File: src/rtl/boot_rom_pkg.sv
package boot_rom_pkg;

  typedef enum logic [2:0] {
    ST_IDLE,
    ST_FETCH,
    ST_WRITE,
    ST_RESP,
    ST_ERR
  } seq_state_e;

endpackage

File: src/rtl/rom_window_decode.sv
module rom_window_decode #(
  parameter int ADDR_W   = 32,
  parameter int WIN_BITS = 9,
  parameter int ROM_AW   = 19,
  parameter int WORD_SZ  = 4
) (
  input  logic [ADDR_W-1:0] addr,
  input  logic [3:0]        size,
  input  logic              burst,
  output logic              hit,
  output logic              wr_legal,
  output logic [ROM_AW-1:0] rom_base
);
  localparam int LOW_BITS = ADDR_W - WIN_BITS;

  logic unused_mid;

  assign hit      = &addr[ADDR_W-1:LOW_BITS];
  assign wr_legal = (size == 4'(WORD_SZ)) && !addr[0] && !burst;
  // double-word aligned base, high bits dropped so the device aliases
  assign rom_base = {addr[ROM_AW-1:3], 3'b000};
  assign unused_mid = ^addr[LOW_BITS-1:ROM_AW] ^ ^addr[2:1];
endmodule

File: src/rtl/rom_shift_asm.sv
module rom_shift_asm #(
  parameter int NBYTES = 8
) (
  input  logic                clk,
  input  logic                rst_n,
  input  logic                shift_en,
  input  logic [7:0]          din,
  input  logic                le,
  output logic [NBYTES*8-1:0] dout
);
  localparam int W = NBYTES * 8;

  logic [W-1:0] sr_q, sr_d;
  logic [W-1:0] swapped;

  always_comb begin
    sr_d = sr_q;
    if (shift_en) sr_d = {sr_q[W-9:0], din};
  end

  always_ff @(posedge clk or negedge rst_n) begin
    if (!rst_n) sr_q <= '0;
    else if (shift_en) sr_q <= sr_d;
  end

  for (genvar g = 0; g < NBYTES; g++) begin : g_swap
    assign swapped[g*8 +: 8] = sr_q[(NBYTES-1-g)*8 +: 8];
  end

  assign dout = le ? swapped : sr_q;
endmodule

File: src/rtl/rom_seq_ctrl.sv
module rom_seq_ctrl
  import boot_rom_pkg::*;
#(
  parameter int NBYTES   = 8,
  parameter int WAIT_CYC = 2,
  parameter int BEATS    = 4
) (
  input  logic                      clk,
  input  logic                      rst_n,
  input  logic                      start,
  input  logic                      hit,
  input  logic                      is_write,
  input  logic                      wr_legal,
  input  logic                      burst_in,
  input  logic                      pci_active,
  output logic                      accept,
  output logic                      in_fetch,
  output logic                      in_write,
  output logic                      shift_en,
  output logic [$clog2(NBYTES)-1:0] byte_idx,
  output logic                      ta,
  output logic                      aack,
  output logic                      tea
);
  localparam int WCW = $clog2(WAIT_CYC + 2);
  localparam int BIW = $clog2(NBYTES);
  localparam int BTW = $clog2(BEATS + 1);

  seq_state_e       state_q, state_d;
  logic [WCW-1:0]   wait_q, wait_d;
  logic [BIW-1:0]   idx_q, idx_d;
  logic [BTW-1:0]   beat_q, beat_d;
  logic             burst_q, burst_d;
  logic             wait_last, step;

  assign wait_last = (wait_q == WCW'(WAIT_CYC));
  assign step      = (state_q == ST_FETCH || state_q == ST_WRITE) && !pci_active;
  assign accept    = start && hit && (state_q == ST_IDLE);

  assign in_fetch = (state_q == ST_FETCH);
  assign in_write = (state_q == ST_WRITE);
  assign shift_en = in_fetch && !pci_active && wait_last;
  assign byte_idx = idx_q;
  assign ta       = (state_q == ST_RESP);
  assign tea      = (state_q == ST_ERR);
  assign aack     = tea || (ta && (!burst_q || beat_q == BTW'(BEATS - 1)));

  always_comb begin
    state_d = state_q;
    wait_d  = wait_q;
    idx_d   = idx_q;
    beat_d  = beat_q;
    burst_d = burst_q;
    case (state_q)
      ST_IDLE: begin
        if (accept) begin
          wait_d  = '0;
          idx_d   = '0;
          beat_d  = '0;
          burst_d = burst_in && !is_write;
          if (!is_write)     state_d = ST_FETCH;
          else if (wr_legal) state_d = ST_WRITE;
          else               state_d = ST_ERR;
        end
      end
      ST_FETCH, ST_WRITE: begin
        if (step) begin
          if (wait_last) begin
            wait_d = '0;
            if (state_q == ST_WRITE) state_d = ST_RESP;
            else begin
              idx_d = idx_q + 1'b1;
              if (idx_q == BIW'(NBYTES - 1)) state_d = ST_RESP;
            end
          end else begin
            wait_d = wait_q + 1'b1;
          end
        end
      end
      ST_RESP: begin
        if (aack) state_d = ST_IDLE;
        else      beat_d  = beat_q + 1'b1;
      end
      ST_ERR:  state_d = ST_IDLE;
      default: state_d = ST_IDLE;
    endcase
  end

  always_ff @(posedge clk or negedge rst_n) begin
    if (!rst_n) begin
      state_q <= ST_IDLE;
      wait_q  <= '0;
      idx_q   <= '0;
      beat_q  <= '0;
      burst_q <= 1'b0;
    end else begin
      state_q <= state_d;
      wait_q  <= wait_d;
      idx_q   <= idx_d;
      beat_q  <= beat_d;
      burst_q <= burst_d;
    end
  end
endmodule

File: src/rtl/boot_rom_seq.sv
module boot_rom_seq #(
  parameter int ADDR_W   = 32,
  parameter int WIN_BITS = 9,
  parameter int ROM_AW   = 19,
  parameter int WAIT_CYC = 2,
  parameter int NBYTES   = 8,
  parameter int BEATS    = 4
) (
  input  logic        clk,
  input  logic        rst_n,
  input  logic        ts_valid,
  input  logic [31:0] ts_addr,
  input  logic        ts_write,
  input  logic [3:0]  ts_size,
  input  logic        ts_burst,
  input  logic [31:0] ts_wdata,
  input  logic        le_mode,
  input  logic        pci_active,
  input  logic [7:0]  rom_din,
  output logic [31:0] rom_ad_out,
  output logic        rom_ad_oe,
  output logic        rom_oe_n,
  output logic        rom_we_n,
  output logic        host_aack,
  output logic        host_ta,
  output logic        host_tea,
  output logic [63:0] host_rdata
);
  localparam int BIW    = $clog2(NBYTES);
  localparam int RA_PAD = 24 - ROM_AW;

  logic              hit, wr_legal, accept;
  logic [ROM_AW-1:0] base_d, base_q;
  logic [31:0]       wdata_q;
  logic              le_q;
  logic              in_fetch, in_write, shift_en;
  logic [BIW-1:0]    byte_idx;
  logic [ROM_AW-1:0] fetch_addr;

  rom_window_decode #(
    .ADDR_W(ADDR_W), .WIN_BITS(WIN_BITS), .ROM_AW(ROM_AW), .WORD_SZ(4)
  ) u_dec (
    .addr(ts_addr), .size(ts_size), .burst(ts_burst),
    .hit(hit), .wr_legal(wr_legal), .rom_base(base_d)
  );

  rom_seq_ctrl #(
    .NBYTES(NBYTES), .WAIT_CYC(WAIT_CYC), .BEATS(BEATS)
  ) u_ctrl (
    .clk(clk), .rst_n(rst_n), .start(ts_valid), .hit(hit),
    .is_write(ts_write), .wr_legal(wr_legal), .burst_in(ts_burst),
    .pci_active(pci_active), .accept(accept), .in_fetch(in_fetch),
    .in_write(in_write), .shift_en(shift_en), .byte_idx(byte_idx),
    .ta(host_ta), .aack(host_aack), .tea(host_tea)
  );

  rom_shift_asm #(.NBYTES(NBYTES)) u_asm (
    .clk(clk), .rst_n(rst_n), .shift_en(shift_en), .din(rom_din),
    .le(le_q), .dout(host_rdata)
  );

  // request capture, clock-enabled by acceptance
  always_ff @(posedge clk or negedge rst_n) begin
    if (!rst_n) begin
      base_q  <= '0;
      wdata_q <= '0;
      le_q    <= 1'b0;
    end else if (accept) begin
      base_q  <= base_d;
      wdata_q <= ts_wdata;
      le_q    <= le_mode;
    end
  end

  assign fetch_addr = base_q | ROM_AW'(byte_idx);

  always_comb begin
    rom_ad_out = '0;
    if (in_write)      rom_ad_out = {wdata_q[7:0], wdata_q[31:8]};
    else if (in_fetch) rom_ad_out = {8'h00, {RA_PAD{1'b0}}, fetch_addr};
  end

  assign rom_ad_oe = (in_fetch || in_write) && !pci_active;
  assign rom_oe_n  = !(in_fetch && !pci_active);
  assign rom_we_n  = !(in_write && !pci_active);
endmodule

File: config.mk
export PLATFORM = sky130hd
export DESIGN_NAME = boot_rom_seq
export DESIGN_NICKNAME = d
export VERILOG_FILES = /design/src/rtl/boot_rom_pkg.sv /design/src/rtl/rom_window_decode.sv /design/src/rtl/rom_shift_asm.sv /design/src/rtl/rom_seq_ctrl.sv /design/src/rtl/boot_rom_seq.sv
export SDC_FILE = /design/constraint.sdc
export NUM_CORES = 1
export LEC_CHECK = 0
export CORE_MARGIN = 2
export CORE_UTILIZATION = 45
export DETAILED_ROUTE_END_ITERATION = 6
export DONT_BUFFER_PORTS = 1
export GPL_ROUTABILITY_DRIVEN = 0
export GPL_TIMING_DRIVEN = 0
export PLACE_DENSITY = 0.61
export SLEW_MARGIN = 20
export SYNTH_ARGS = -nofsm -noshare
export SYNTH_HDL_FRONTEND = slang
export SYNTH_SLANG_ARGS = --single-unit
export TNS_END_PERCENT = 20
File: constraint.sdc
create_clock -name clk -period 2.25 [get_ports clk]
set_input_delay 0.675 -clock clk [delete_from_list [all_inputs] [get_ports clk]]
set_output_delay 0.675 -clock clk [all_outputs]
set_load 0.02 [all_outputs]
* Yosys cells after proc, flatten, opt, wreduce, memory -nomap -nowiden
Cells that the tools add are included. Widths: inputs -> output; s select.
Word-level totals: latch bits 0, memories kept 0, register bits 125, input bits 83, bits in writable memories 0, output and inout port bits 102, ROM bits 0, logic and storage cells 81
Operators by class: reductions and logical operators 30, equality and inequality tests 15, $add $sub $neg 3, shift-type cells 0, multiplexer cells 23, bitwise logic cells 1, div/mod/pow operators 0, multipliers 0, $lt $le $gt $ge 0
Operators by type and width (number):
- $mux 64 | 1
- $mux 3 | 13
- $mux 32 | 1
- $mux 19 | 1
- $or 19x3->19 | 1
- $pmux 3 s2 | 2
- $logic_and 1x1->1 | 10
- $ne 2x2->1 const B | 5
- $reduce_and 5->1 | 2
- $eq 3x2->1 const B | 3
- $pmux 3 s3 | 1
- $reduce_and 9->1 | 1
- $logic_not 1->1 | 7
- $add 3x1->3 const B | 2
- $eq 3x3->1 const B | 2
- $mux 2 | 3
- $reduce_and 3->1 | 2
- $eq 4x3->1 const B | 1
- $pmux 2 s2 | 1
- $reduce_bool 2->1 | 2
- $eq 3x1->1 const B | 1
- $logic_not 3->1 | 1
- $logic_or 1x1->1 | 3
- $ne 3x2->1 const B | 1
- 5 further kinds | 5

* Depth between registers and ports, before layout
Gate-level depths: netlist (run 1).
depth after elaboration 7, depth in mapped cells 7, depth with buffers taken out 6

* Hierarchy
From an unflattened synthesis (run 1), not the netlist that was laid out.
Second synthesis, totals: cells, all modules 472, area, all modules 7215.7 um^2
Modules (own cells, without submodules):
- rom_shift_asm | area an instance 3756.1 um^2, cells each 206, times used 1, sequential area each 1601.5 um^2
- boot_rom_seq | area an instance 2513.7 um^2, cells each 160, times used 1, sequential area each 1301.2 um^2
- rom_seq_ctrl | area an instance 759.5 um^2, cells each 80, times used 1, sequential area each 300.3 um^2
- rom_window_decode | area an instance 186.4 um^2, cells each 26, times used 1, sequential area each 0.0 um^2

* Worst setup path after synthesis (run 1)
No wires, ideal clock.
path kind input to output, start in pci_active, end out rom_ad_oe, setup slack -0.092 ns, arrival time 1.667 ns, path buffers 0, cell stages on the path 2, data required time 1.575 ns, cells stage by stage or4b_2 nand2_1
Between the ends: word-level cells in the longest chain between the ends 2
RTL lines:
- start, declared | RTL line boot_rom_seq.sv:18 | input logic pci_active,
- $logic_not 1->1 | RTL line boot_rom_seq.sv:83 | assign rom_ad_oe = (in_fetch || in_write) && !pci_active;
- $logic_and 1x1->1 | RTL line boot_rom_seq.sv:83
- end, declared | RTL line boot_rom_seq.sv:21 | output logic rom_ad_oe,
Every way passes these cells.

* Final worst setup path (run 1)
start reg u_ctrl.state_q[1], end out rom_ad_out[14]
Between the ends: word-level cells in the longest chain between the ends 3, elaborated cells between the ends (all ways) 4, those cells by class eq/ne: 2; mux: 2
RTL lines:
- start, declared | RTL line rom_seq_ctrl.sv:29 | seq_state_e state_q, state_d;
- start signal, assigned | RTL line rom_seq_ctrl.sv:97 | state_q <= state_d;
- $eq 3x1->1 | RTL line rom_seq_ctrl.sv:40 | assign in_fetch = (state_q == ST_FETCH);
- $mux 19 | RTL line boot_rom_seq.sv:80 | else if (in_fetch) rom_ad_out = {8'h00, {RA_PAD{1'b0}}, fetch_addr};
- $mux 32 * | RTL line boot_rom_seq.sv:79 | if (in_write) rom_ad_out = {wdata_q[7:0], wdata_q[31:8]};
- end, declared | RTL line boot_rom_seq.sv:20 | output logic [31:0] rom_ad_out,
Every way passes the cells marked *; elsewhere a longest branch is shown, timed or not.

==> results of run 1 <==
-- worst reg2reg max path, stage by stage (launching register included) --
cell and delay [ns]:
sky130_fd_sc_hd__dfrtp_1 0.39, sky130_fd_sc_hd__buf_6 0.15, sky130_fd_sc_hd__nor3b_4 0.16, sky130_fd_sc_hd__buf_12 0.14, sky130_fd_sc_hd__buf_4 0.14, sky130_fd_sc_hd__nand2_1 0.13, sky130_fd_sc_hd__clkbuf_1 0.59, sky130_fd_sc_hd__mux2_2 0.41
-- placed cells by master (no fill, tap or decap), drive strengths merged, types with 4 or more instances in the layout --
cell type	synthesis	layout
a22o	22	22
and2	15	15
buf	21	34
clkbuf	12	36
clkinv	0	4
dfrtp	125	125
ha	4	4
mux2	129	129
nand2	156	156
nor3	4	4
o21ai	7	7
-- Yosys cell counts (2+ instances only) --
cell type                  count
sky130_fd_sc_hd__nor2_1        3
sky130_fd_sc_hd__inv_1         3
sky130_fd_sc_hd__a22o_1       22
sky130_fd_sc_hd__clkbuf_1     12
sky130_fd_sc_hd__nand2_1     156
sky130_fd_sc_hd__nor3_1        4
sky130_fd_sc_hd__buf_6         6
sky130_fd_sc_hd__buf_1         3
sky130_fd_sc_hd__nor3b_1       2
sky130_fd_sc_hd__dfrtp_1     125
sky130_fd_sc_hd__o21ai_0       6
sky130_fd_sc_hd__mux2_2      129
sky130_fd_sc_hd__nand2b_1      3
sky130_fd_sc_hd__nand4_1       2
sky130_fd_sc_hd__buf_2        11
sky130_fd_sc_hd__a311oi_1      2
sky130_fd_sc_hd__or4b_2        3
sky130_fd_sc_hd__and2_1       15
sky130_fd_sc_hd__nand3_1       3
sky130_fd_sc_hd__nand3b_1      2
sky130_fd_sc_hd__ha_1          4
-- state kept, by name (all words and copies together) (netlist names) --
register / flops
u_ctrl.burst_q: 1
u_ctrl.state_q: 3
u_ctrl.beat_q: 3
wdata_q: 32
u_asm.sr_q: 64
u_ctrl.byte_idx: 3
u_ctrl.wait_q: 2
base_q: 16
le_q: 1
-- through the flow --
stage,utilization (%),instance area (um2)
2_1_floorplan,-,6000
3_3_place_gp,47.5,6220
3_5_place_dp,47.5,6220
4_1_cts,57.0,7460
5_1_grt,58.0,7580
6_report,58.0,7580
-- layout make-up --
type / instances / area share [%]
buffer: 33 / 5.08
inverter: 3 / 0.148
multi-input combinational: 366 / 40.2
timing repair buffer: 15 / 2.23
clock buffer: 22 / 6.39
tap: 176 / 2.90
sequential: 125 / 41.2
clock inverter: 10 / 1.80
-- logic make-up after synthesis --
group / share of synthesized area (%)
AO/OA/AOI/OAI: 4.48
adder cells (fa/ha/maj): 0.837
buffers and inverters: 3.31
flip-flops: 52.3
multiplexers: 24.3
AND/OR/NAND/NOR: 14.8
-- how the worst max path moves through the flow --
| stage | endpoint | depth (start not counted) | slack [ns] |
|---|---|---|---|
| finish | rom_ad_out[14] | 5 | -0.11 |
| detailed placement | host_rdata[30] | 3 | -0.37 |
| global route | rom_ad_out[14] | 5 | -0.16 |
| global placement | host_rdata[29] | 3 | -0.37 |
| floorplan | rom_ad_oe | 2 | 0.004 |
| CTS | rom_ad_out[14] | 5 | -0.12 |
-- power by group --
group	total, mW	internal [mW]	switching (mW)	leakage (nW)
clock	2.82	1.85	0.966	0.298
combinational	2.72	1.32	1.40	1.86
sequential	3.09	2.68	0.410	1.69
-- routing by layer --
layer  up-vias  global-route usage, %
met5         -                      0
met4         0                   6.77
met3        13                   6.90
met2       139                   37.4
met1      2080                   25.8
li1       1872                      -
-- repair_timing --
item / CTS / global route
pin swaps: 32 / 6
buffers inserted: 9 / 1
resized for setup: 127 / 38
endpoints found under the setup margin: 100 / 108
cloned: 5 / 0
endpoints found under the hold margin: 125 / 125
==> results.txt, run 1 <==
TritonCTS built the clock tree. The minimum clock period after layout was 2.36 ns; the share of synthesized flip-flops with an asynchronous set or reset was 100%. In this design, the stage delay of the slowest critical-path cell is 0.41 ns.

Traced cell by cell, the critical path runs through buf_6 > nor3b_4 > buf_6 > clkbuf_16 > a22o_4. STA classifies the critical path endpoint as a primary output. For this design, the slowest cell found on the critical path is sky130_fd_sc_hd__dfrtp_1. The post-detailed-route via-to-cell ratio came out at 5.47. The run gives 9.82 mm as the half-perimeter wire length after placement. The total negative setup slack came out at -2.72 ns. The number of enable flip-flop cells after synthesis was 0. In the post-synthesis netlist, the biggest area contributors are sky130_fd_sc_hd__dfrtp_1, sky130_fd_sc_hd__mux2_2, sky130_fd_sc_hd__nand2_1. The clock net in this run drives a total of 125 sinks. The startpoint type of the worst setup path was a flip-flop. The most used flip-flop cell after synthesis is sky130_fd_sc_hd__dfrtp_1.

After filler insertion, the fill cell instance count of the layout stands at 1090. Class of the worst hold path: primary input to asynchronous set/reset pin. The finished layout holds 750 standard cells, fillers aside. Row generation in the floorplan step produced 42 rows. The worst slack at placement is -0.371 ns, and the routed length on met1 is 6.27 mm. The synthesized design contains 125 register bits. The checks that failed: hold timing, setup timing.

The buffer cell driving the clock tree root was sky130_fd_sc_hd__clkbuf_16. For the final net count, the log shows 648. The run gives 423 MHz as the fmax. Setup repair after global routing could not meet its margin everywhere. During placement, the flow inserted port buffers numbering 0. Data on the critical path is required at its endpoint by 1.57 ns. For the final setup skew, the log shows 0.00661 ns.

The final worst-path cycle share is 105%, and the number of inserted diodes is 0. Number of violations reported at the end of detailed-routing iteration 0: 209. The tools report the number of antenna violations at the first check in global routing as 0. In this run the critical register-to-register path is captured at u_asm.sr_q[0]$_DFFE_PN0P_.

Pin placement for this block handled 185 I/O pins. The power density over the cells was 1140 mW/mm2; the floorplan core area was 0.0131 mm2. Startpoint of the lowest-slack register-to-register path: u_ctrl.state_q[0]$_DFFE_PN0P_.

The die covers 0.0142 mm2. In this run the worst path has a maximum fanout of 5. For the worst-case headroom to the max-slew limit, the log shows 50.9%. Data arrives at the worst endpoint at 1.69 ns.

The total buffers and inverters traversed by the critical path was 3; the number of global-route vias before repair was 4300. For the initial core utilization, the log shows 45.7%. The run gives -0.112 ns as the slack of the critical path. Broken down by cell family, the worst path's largest delay share belongs to buffers and inverters.

The top routing layer in use is met4. In the global route stage, overall resource usage came out at 21.7%. The run finished, with violations left. The run gives 126 as the pin count of the biggest net entering global routing. The maximum buffer depth of the clock tree is 2, and the sequential cell area fraction in the yosys report is 52.3%. From left edge to right edge, the die measures 119 um. After global routing the overflow that remains totals 0.

The die is 119 um tall. The worst setup slack for register-to-register paths was 0.04 ns; the total number of vias was 4104. The worst hold slack was -0.0385 ns; the number of warnings issued by yosys was 0. Leakage component of the power: 3.85 nW. Of all cell types, the one taking the most synthesized area is sky130_fd_sc_hd__dfrtp_1.

The worst register-to-register path has a depth of 7. Most frequent cell on the critical path: sky130_fd_sc_hd__buf_6. The peak ir drop on the vdd network was 0.679 mV. The clock tree synthesis step divided the H-tree into 4 levels.

The run gives 1.13 mm as the total length of routed met3 wires. Clock-pin slew was measured on the worst setup and hold paths at 0.05 ns. The first global-routing pass estimated 23.8 mm of wire. The multi-input logic area was 0.00305 mm2.

Counting tap cells, the placed design contains a total of 703 instances. The flip-flop and latch area is 0.00313 mm2, and the met2 wirelength from detailed routing is 7.57 mm. Compared with the post-synthesis result, the final layout area differs by 26.8%.

Setup violations remaining at the end of the flow were counted as 33. Synthesis produced a netlist with a net count of 614. The average wire length per cell after detail routing works out to 20.2 um. Mean instance size in the synthesized netlist: 11.3 um2.

After detailed routing, the total wire length is 15.1 mm. The number of clock buffers added by TritonCTS is 17. The count of unique library cells instantiated by Yosys is 32, and the pin slew with the least headroom to its limit is 0.736 ns. The tools report the length of the first detailed-routing pass in iterations as 4. In the routed design, unresolved DRC markers number 0.

The layout cell share with drive strength beyond 1 is 44.1%. The synthesized design devotes to its leading area cell type 52.3% of total area. The logs give 0 for the number of max-slew violations in the final report and 0.00598 mm2 for the post-synthesis cell area.

The setup path with the least slack is of type flip-flop to primary output. The post-layout total power came out at 8.62 mW. The clock latency at the later pin of the worst-skew pair was 0.41 ns; the post-detailed-route count of antenna-violating nets was 0. The number of failing hold endpoints at the final stage was 125. The critical path starts at u_ctrl.state_q[1]$_DFFE_PN0P_.

Max-cap violations in this run came to 0. Synthesis produced 527 cells.
(Power assumes the default switching activity.)
==> inputs of run 2 (changes only) <==
Settings changed: PLACE_DENSITY 0.61 to 0.6, RECOVER_POWER set to 25.
==> run 2 against run 1 <==
Largest power group unchanged. The run still ends with hold timing, setup timing left. Combinational power hardly changed. Sequential power hardly changed. Global-route usage is 0.75 points higher. Largest cell class unchanged.
==> results.txt, run 2 (synthesized netlist as in run 1, its figures left out) <==
The flow ran to the end, but the final reports show violations. Violations in the final reports: hold timing, setup timing (unchanged). Startpoint type of the worst setup path: a flip-flop (unchanged).

The final global-route overflow total is 0 (unchanged). The H-tree depth was 4 (unchanged). The launching element of the worst setup path was u_ctrl.state_q[0]$_DFFE_PN0P_ (was u_ctrl.state_q[1]$_DFFE_PN0P_). The floorplan core area is 0.0131 mm2 (unchanged). Die height: 119 um (unchanged). Setup repair after global routing could not meet its margin everywhere. The layout cell share with drive strength beyond 1 is 43.4% (was 44.1%), and the maximum buffer depth of the clock tree is 2 (unchanged). The minimum clock period after layout was 2.38 ns (was 2.36 ns); the number of placed I/O pins was 185 (unchanged).

Top flop regs: u_asm.sr_q x64, wdata_q x32, base_q x16 (unchanged). Final worst-path cycle share: 106% (was 105%). The critical path class was flip-flop to primary output (unchanged). The tools report the peak ir drop on the vdd network as 0.552 mV (was 0.679 mV). The number of failing hold endpoints at the final stage was 125 (unchanged).

The top fanout value on the critical path was 5 (unchanged). The slack of the critical path was -0.133 ns (was -0.112 ns); the leakage component of the power was 3.84 nW (was 3.85 nW). The run gives 9.85 mm (was 9.82 mm) as the half-perimeter wire length after placement. The worst slack at placement was -0.425 ns (was -0.371 ns).

Most frequent cells in the layout: sky130_fd_sc_hd__nand2_1, sky130_fd_sc_hd__dfrtp_1, sky130_fd_sc_hd__mux2_2 (unchanged). TritonCTS built the clock tree. The tools report the length of the first detailed-routing pass in iterations as 4 (unchanged). The highest cell delay on the worst timing path came out at 0.41 ns (about the same). Power density over the cells: 1110 mW/mm2 (was 1140 mW/mm2).

The most frequent standard cell in the layout excluding fill and tap cells was sky130_fd_sc_hd__nand2_1 (unchanged). For the max capacitance violation total, the log shows 0 (unchanged). The post-detailed-route count of antenna-violating nets came out at 0 (unchanged). The class of the worst hold path is primary input to asynchronous set/reset pin (unchanged).

The clock sink total is 125 (unchanged), and the area enclosed by the die boundary is 0.0142 mm2 (unchanged). Critical-path cell with the highest stage delay: sky130_fd_sc_hd__dfrtp_1 (unchanged). The worst endpoint required time was 1.57 ns (about the same); the placed cell area was 0.00622 mm2 (unchanged). The data arrival time of the critical path is 1.71 ns (was 1.69 ns), and the worst-case headroom to the max-slew limit is 53.6% (was 50.9%). The logs give 34 (was 33) for the setup violation total in the final timing report and 420 MHz (was 423 MHz) for the fmax. The run gives 0.00872 ns (was 0.00661 ns) as the final setup skew.

The tools report the type of destination of the critical path as a primary output (unchanged). The register bank with the most flops was u_asm.sr_q (unchanged). The logs give 42 (unchanged) for the site row count and 0 (unchanged) for the DRC violations left. The final net count was 648 (unchanged); the growth of design area from synthesis to finish was 26.2% (was 26.8%). The total clock buffers created by CTS was 17 (unchanged).

The number of violations reported at the end of detailed-routing iteration 0 is 263 (was 209). The total number of vias was 4110 (was 4104); the width of the die was 119 um (unchanged). The post-detailed-route via-to-cell ratio was 5.48 (was 5.47).

The tools report the worst hold slack as -0.0565 ns (was -0.0385 ns). The clock transition at the register clock pins on the worst setup and hold paths after CTS is 0.06 ns (was 0.05 ns). The startpoint of the lowest-slack register-to-register path was u_ctrl.state_q[0]$_DFFE_PN0P_ (unchanged).

The run gives 0 (unchanged) as the number of inserted diodes. The clock latency at the later pin of the worst-skew pair came out at 0.42 ns (was 0.41 ns). The cell area after layout is 0.00755 mm2 (was 0.00758 mm2). Pin count of the biggest net entering global routing: 126 (unchanged).

The tools report the number of global-route vias before repair as 4279 (was 4300). Buffer cell driving the clock tree root: sky130_fd_sc_hd__clkbuf_16 (unchanged). The total track usage was 22.4% (was 21.7%). The number of flip-flops under the largest register name came out at 64 (unchanged). The most frequent cell on the critical path is sky130_fd_sc_hd__buf_6 (unchanged). The count of buffers from port buffering came out at 0 (unchanged). The tools report the number of antenna violations at the first check in global routing as 0 (unchanged). The run gives 45.7% (unchanged) as the initial core utilization. The average wire length per cell after detail routing was 20.4 um (was 20.2 um). The run gives 24.2 mm (was 23.8 mm) as the global-route wire length before repair.

The number of max-slew violations in the final report is 0 (unchanged). The pin slew with the least headroom to its limit came out at 0.691 ns (was 0.736 ns). The run gives 57.7% (was 58.0%) as the final cell utilization of the core. The wire length after detailed routing came out at 15.3 mm (was 15.1 mm). Ordered cell list for the critical path: buf_6 > nor3b_4 > buf_6 > clkbuf_16 > a22o_4 (unchanged).
## run 2: changes by cell type in the layout (fill, tap and decap cells not counted), sizes merged
| cell | delta |
|---|---|
| buf | -2 |
| clkinv | +1 |
| clkbuf | +5 |
| clkinvlp | -2 |
| bufinv | -2 |
## run 2: metal layers
| metal | global-route usage [%] | vias up | wire length (um) |
|---|---|---|---|
| met1 | 26.9 | 2079 | 6380 |
| met2 | 37.7 | 139 | 7640 |
| met5 | 0 | - | 0 |
| met4 | 7.66 | 0 | 222 |
| li1 | - | 1874 | - |
| met3 | 7.66 | 18 | 1090 |
## run 2: cell type report
| cell class | count | area [um2] |
|---|---|---|
| plain buffers | 33 | 397 |
| clock buffers | 25 | 485 |
| clock inverters | 7 | 62.6 |
| fillers | 1107 | 5540 |
| inverters | 3 | 11.3 |
| multi-input cells | 366 | 3080 |
| flip-flops and latches | 125 | 3130 |
| well taps | 176 | 220 |
| repair buffers | 15 | 160 |
## run 2: per-stage QoR
| stage | total power, mW | cells | hold WS [ns] | TNS (ns) |
|---|---|---|---|---|
| floorplan | 4.67 | 527 | 0.379 | 0 |
| global placement | 5.03 | 703 | 0.383 | -21.37 |
| detailed placement | 5.10 | 703 | 0.383 | -24.16 |
| CTS | 8.34 | 749 | -0.0676 | -4.15 |
| global route | 8.77 | 750 | -0.0749 | -5.66 |
| finish | 8.39 | 750 | -0.0565 | -3.84 |
## run 2: repair_timing
| action | CTS | global route |
|---|---|---|
| gates cloned | 5 | 0 |
| endpoints found under the hold margin | 125 | 125 |
| setup buffers | 10 | 1 |
| resized for setup | 141 | 37 |
| setup endpoints to repair | 100 | 139 |
| pin swaps | 35 | 5 |
## run 2: worst max-delay path, delay by kind of cell (launching register included)
| kind | cells | cell delay [ns] |
|---|---|---|
| buffers and inverters | 3 | 0.46 |
| DFF | 1 | 0.41 |
| and+or+nand+nor | 1 | 0.24 |
| AOI/OAI and AO/OA | 1 | 0.17 |
## run 2: worst paths after layout
check,endpoint,slack (ns),depth (start not counted)
max in group asynchronous,u_asm.sr_q[27]$_DFFE_PN0P_,2.17,0
worst max-delay path,rom_ad_out[8],-0.13,5
worst min-delay path,wdata_q[10]$_DFFE_PN0P_,-0.06,0
worst min register to register,wdata_q[5]$_DFFE_PN0P_,0.47,2
min in group clk,wdata_q[9]$_DFFE_PN0P_,0.36,2
worst max register to register,u_ctrl.burst_q$_DFFE_PN0P_,0.12,6
## run 2: report_power, final
part | switching, mW | internal [mW] | leakage, nW
clock | 0.957 | 1.59 | 0.271
sequential | 0.420 | 2.68 | 1.69
combinational | 1.39 | 1.34 | 1.87
total | 2.77 | 5.62 | 3.84
==> inputs of run 3 (changes only) <==
Settings changed: CORE_ASPECT_RATIO set to 0.5, CTS_CLUSTER_DIAMETER set to 30.
Clock period 2.25 ns to 2.6 ns, I/O delays scaled along.
==> run 3 against run 2 <==
The flow now finishes without violations. Worst hold slack better by 0.13 ns. Sequential share of layout area increased by 3.4 points. Largest cell class unchanged. Final area fell by 7.5%. Register-to-register slack better by 0.28 ns. Sequential cell count unchanged. Total power fell by 16%. Global-route usage fell by 1.7 points.
==> results.txt, run 3 (synthesized netlist as in run 1, its figures left out) <==
The number of max-slew violations in the final report was 0 (unchanged). The run gives 0 (unchanged) as the max capacitance violation total. Top flop regs: u_asm.sr_q x64, wdata_q x32, base_q x16 (unchanged). Setup repair after global routing could not meet its margin everywhere. The most frequent standard cell in the layout excluding fill and tap cells was sky130_fd_sc_hd__nand2_1 (unchanged). The logs give 0 (unchanged) for the number of antenna violations at the first check in global routing and 635 (was 648) for the final net count. The die height works out to 85.5 um (was 119 um).

The final global-route overflow total came out at 0 (unchanged). The average wire length per cell after detail routing was 19.7 um (was 20.4 um); the multi-input logic area was 0.00272 mm2 (was 0.00308 mm2). The run finished with clean final reports. The logs give 0.0102 ns (was 0.00872 ns) for the final setup skew and 9.59 mm (was 9.85 mm) for the half-perimeter wire length after placement. The worst setup slack for register-to-register paths is 0.40 ns (was 0.12 ns).

The DRC violations left is 0 (unchanged). The growth of design area from synthesis to finish was 16.7% (was 26.2%). Ordered cell list for the critical path: buf_2 > nor3b_4 > clkbuf_8 > a22o_1 (was buf_6 > nor3b_4 > buf_6 > clkbuf_16 > a22o_4). Layer carrying the most global-route usage: met2 (unchanged).

The logs give 1.74 ns (was 1.71 ns) for the data arrival time of the critical path and 48.4% (was 53.6%) for the worst-case headroom to the max-slew limit. The global routing met2 resource utilization was 31.3% (was 37.7%); the initial core utilization was 46.7% (was 45.7%). Length of the first detailed-routing pass in iterations: 4 (unchanged). The layout cell share with drive strength beyond 1 works out to 40.5% (was 43.4%). The clock transition at the register clock pins on the worst setup and hold paths after CTS was 0.06 ns (about the same). The clock sink total was 125 (unchanged); the site row count was 29 (was 42).

The wire length after detailed routing was 14.4 mm (was 15.3 mm); the area enclosed by the die boundary was 0.0143 mm2 (was 0.0142 mm2). The worst endpoint required time is 1.82 ns (was 1.57 ns), and the global-route wire length before repair is 22.8 mm (was 24.2 mm). The count of buffers from port buffering was 0 (unchanged). For the total instance count after detailed placement, the log shows 697 (was 703).

The total negative setup slack is 0 ns (was -3.84 ns). The class of the worst hold path is primary input to asynchronous set/reset pin (unchanged). The total buffers and inverters traversed by the critical path came out at 2 (was 3).

Number of placed I/O pins: 185 (unchanged). The run gives 0.40 ns (was 0.42 ns) as the clock latency at the later pin of the worst-skew pair. Post-layout total power: 7.05 mW (was 8.39 mW).

The startpoint type of the worst setup path was a flip-flop (unchanged). The clock period could shrink to 2.52 ns. The pin slew with the least headroom to its limit works out to 0.773 ns (was 0.691 ns). The buffer cell driving the clock tree root was sky130_fd_sc_hd__clkbuf_16 (unchanged).

The logs give 6.83% (was 7.66%) for the met3 routing resource usage after global routing and 272 (was 263) for the number of violations reported at the end of detailed-routing iteration 0. The count of non-filler cells in the finished layout was 730 (was 750). Most frequent cells in the layout: sky130_fd_sc_hd__nand2_1, sky130_fd_sc_hd__mux2_2, sky130_fd_sc_hd__dfrtp_1 (was sky130_fd_sc_hd__nand2_1, sky130_fd_sc_hd__dfrtp_1, sky130_fd_sc_hd__mux2_2). The tools report the floorplan core area as 0.0128 mm2 (was 0.0131 mm2). For the met1 demand-to-capacity share in global routing, the log shows 28.5% (was 26.9%). Critical path class: flip-flop to primary output (unchanged). The width of the die came out at 167 um (was 119 um). Register bank with the most flops: u_asm.sr_q (unchanged). The tools report the type of destination of the critical path as a primary output (unchanged).

The total number of vias was 3969 (was 4110); the quantity of hold-fixing buffers added after cts was 0. Post-detailed-route count of antenna-violating nets: 0 (unchanged). The flip-flop and latch area was 0.00313 mm2 (unchanged). TritonCTS built the clock tree. The power density over the cells was 1010 mW/mm2 (was 1110 mW/mm2).

For the H-tree depth, the log shows 4 (unchanged). The peak ir drop on the vdd network is 0.540 mV (was 0.552 mV), and the total clock buffers created by CTS is 17 (unchanged). The setup violation total in the final timing report was 0 (was 34); the post-detailed-route via-to-cell ratio was 5.44 (was 5.48). Number of filler cells placed in the layout: 1160 (was 1107). The largest delay contributor family on the critical path is buffers and inverters (unchanged).

The total track usage is 20.7% (was 22.4%), and the pin count of the biggest net entering global routing is 126 (unchanged). The highest cell delay on the worst timing path is 0.37 ns (was 0.41 ns), and the number of failing hold endpoints at the final stage is 0 (was 125). The run gives 2 (unchanged) as the maximum buffer depth of the clock tree.

The top fanout value on the critical path is 10 (was 5), and the fmax is 397 MHz. The number of inserted diodes is 0 (unchanged). The tools report the leakage component of the power as 3.52 nW (was 3.84 nW). Final worst-path cycle share: 97.0%. Number of flip-flops under the largest register name: 64 (unchanged). The number of global-route vias before repair came out at 4017 (was 4279). Critical-path cell with the highest stage delay: sky130_fd_sc_hd__dfrtp_1 (unchanged).
==> run 3: cell types whose count changed in the layout (fill, tap and decap cells not counted), sizes merged <==
| cell | change |
|---|---|
| clkbuf | -16 |
| bufinv | +4 |
| buf | -4 |
| clkinv | +1 |
| inv | +1 |
==> run 3: where the power goes <==
| group | total [mW] | internal, mW | switching [mW] |
|---|---|---|---|
| Combinational | 1.83 | 0.767 | 1.06 |
| Clock | 2.58 | 1.71 | 0.876 |
| Sequential | 2.64 | 2.32 | 0.325 |
==> run 3: area by class of cell <==
cell class                 count  share of cell area, %
inverter                       3                  0.161
timing repair buffer           2                  0.215
sequential                   125                   44.8
clock buffer                  18                   6.15
clock inverter                13                   3.08
buffer                        33                   3.53
tap                          170                   3.05
multi-input combinational    366                   39.0
==> run 3: worst paths after layout <==
check	from	endpoint	cells after the start
worst max-delay path	u_ctrl.state_q[0]$_DFFE_PN0P_	rom_ad_out[12]	4
worst max register to register	u_ctrl.state_q[0]$_DFFE_PN0P_	u_asm.sr_q[13]$_DFFE_PN0P_	7
worst min register to register	wdata_q[27]$_DFFE_PN0P_	wdata_q[27]$_DFFE_PN0P_	2
worst min-delay path	rst_n	u_asm.sr_q[1]$_DFFE_PN0P_	0
max in group asynchronous	rst_n	base_q[9]$_DFFE_PN0P_	0
min in group clk	wdata_q[27]$_DFFE_PN0P_	wdata_q[27]$_DFFE_PN0P_	2
==> run 3: layer usage <==
layer  share of wire (%)  up-vias
met5                   0        -
met4                 1.0        0
li1                    -     1848
met1                  46     1987
met2                  45      122
met3                 7.5       12
==> run 3: what timing repair did <==
| action | CTS | global route |
|---|---|---|
| pin swaps | 1 | 0 |
| setup endpoints to repair | 92 | 70 |
| gates resized for setup | 48 | 19 |
| setup buffers | 1 | 1 |
==> run 3: through the flow <==
step                      setup WS (ns)  instance area (um2)  hold slack (ns)  utilization, %
final                            0.0787                 6980           0.0701            54.5
after global routing           -0.00762                 6980           0.0515            54.5
after CTS                       -0.0209                 6960           0.0550            54.3
after detailed placement         -0.373                 6190            0.449            48.4
after global placement           -0.356                 6190            0.442            48.4
after floorplan                  0.0485                 5980            0.430               -
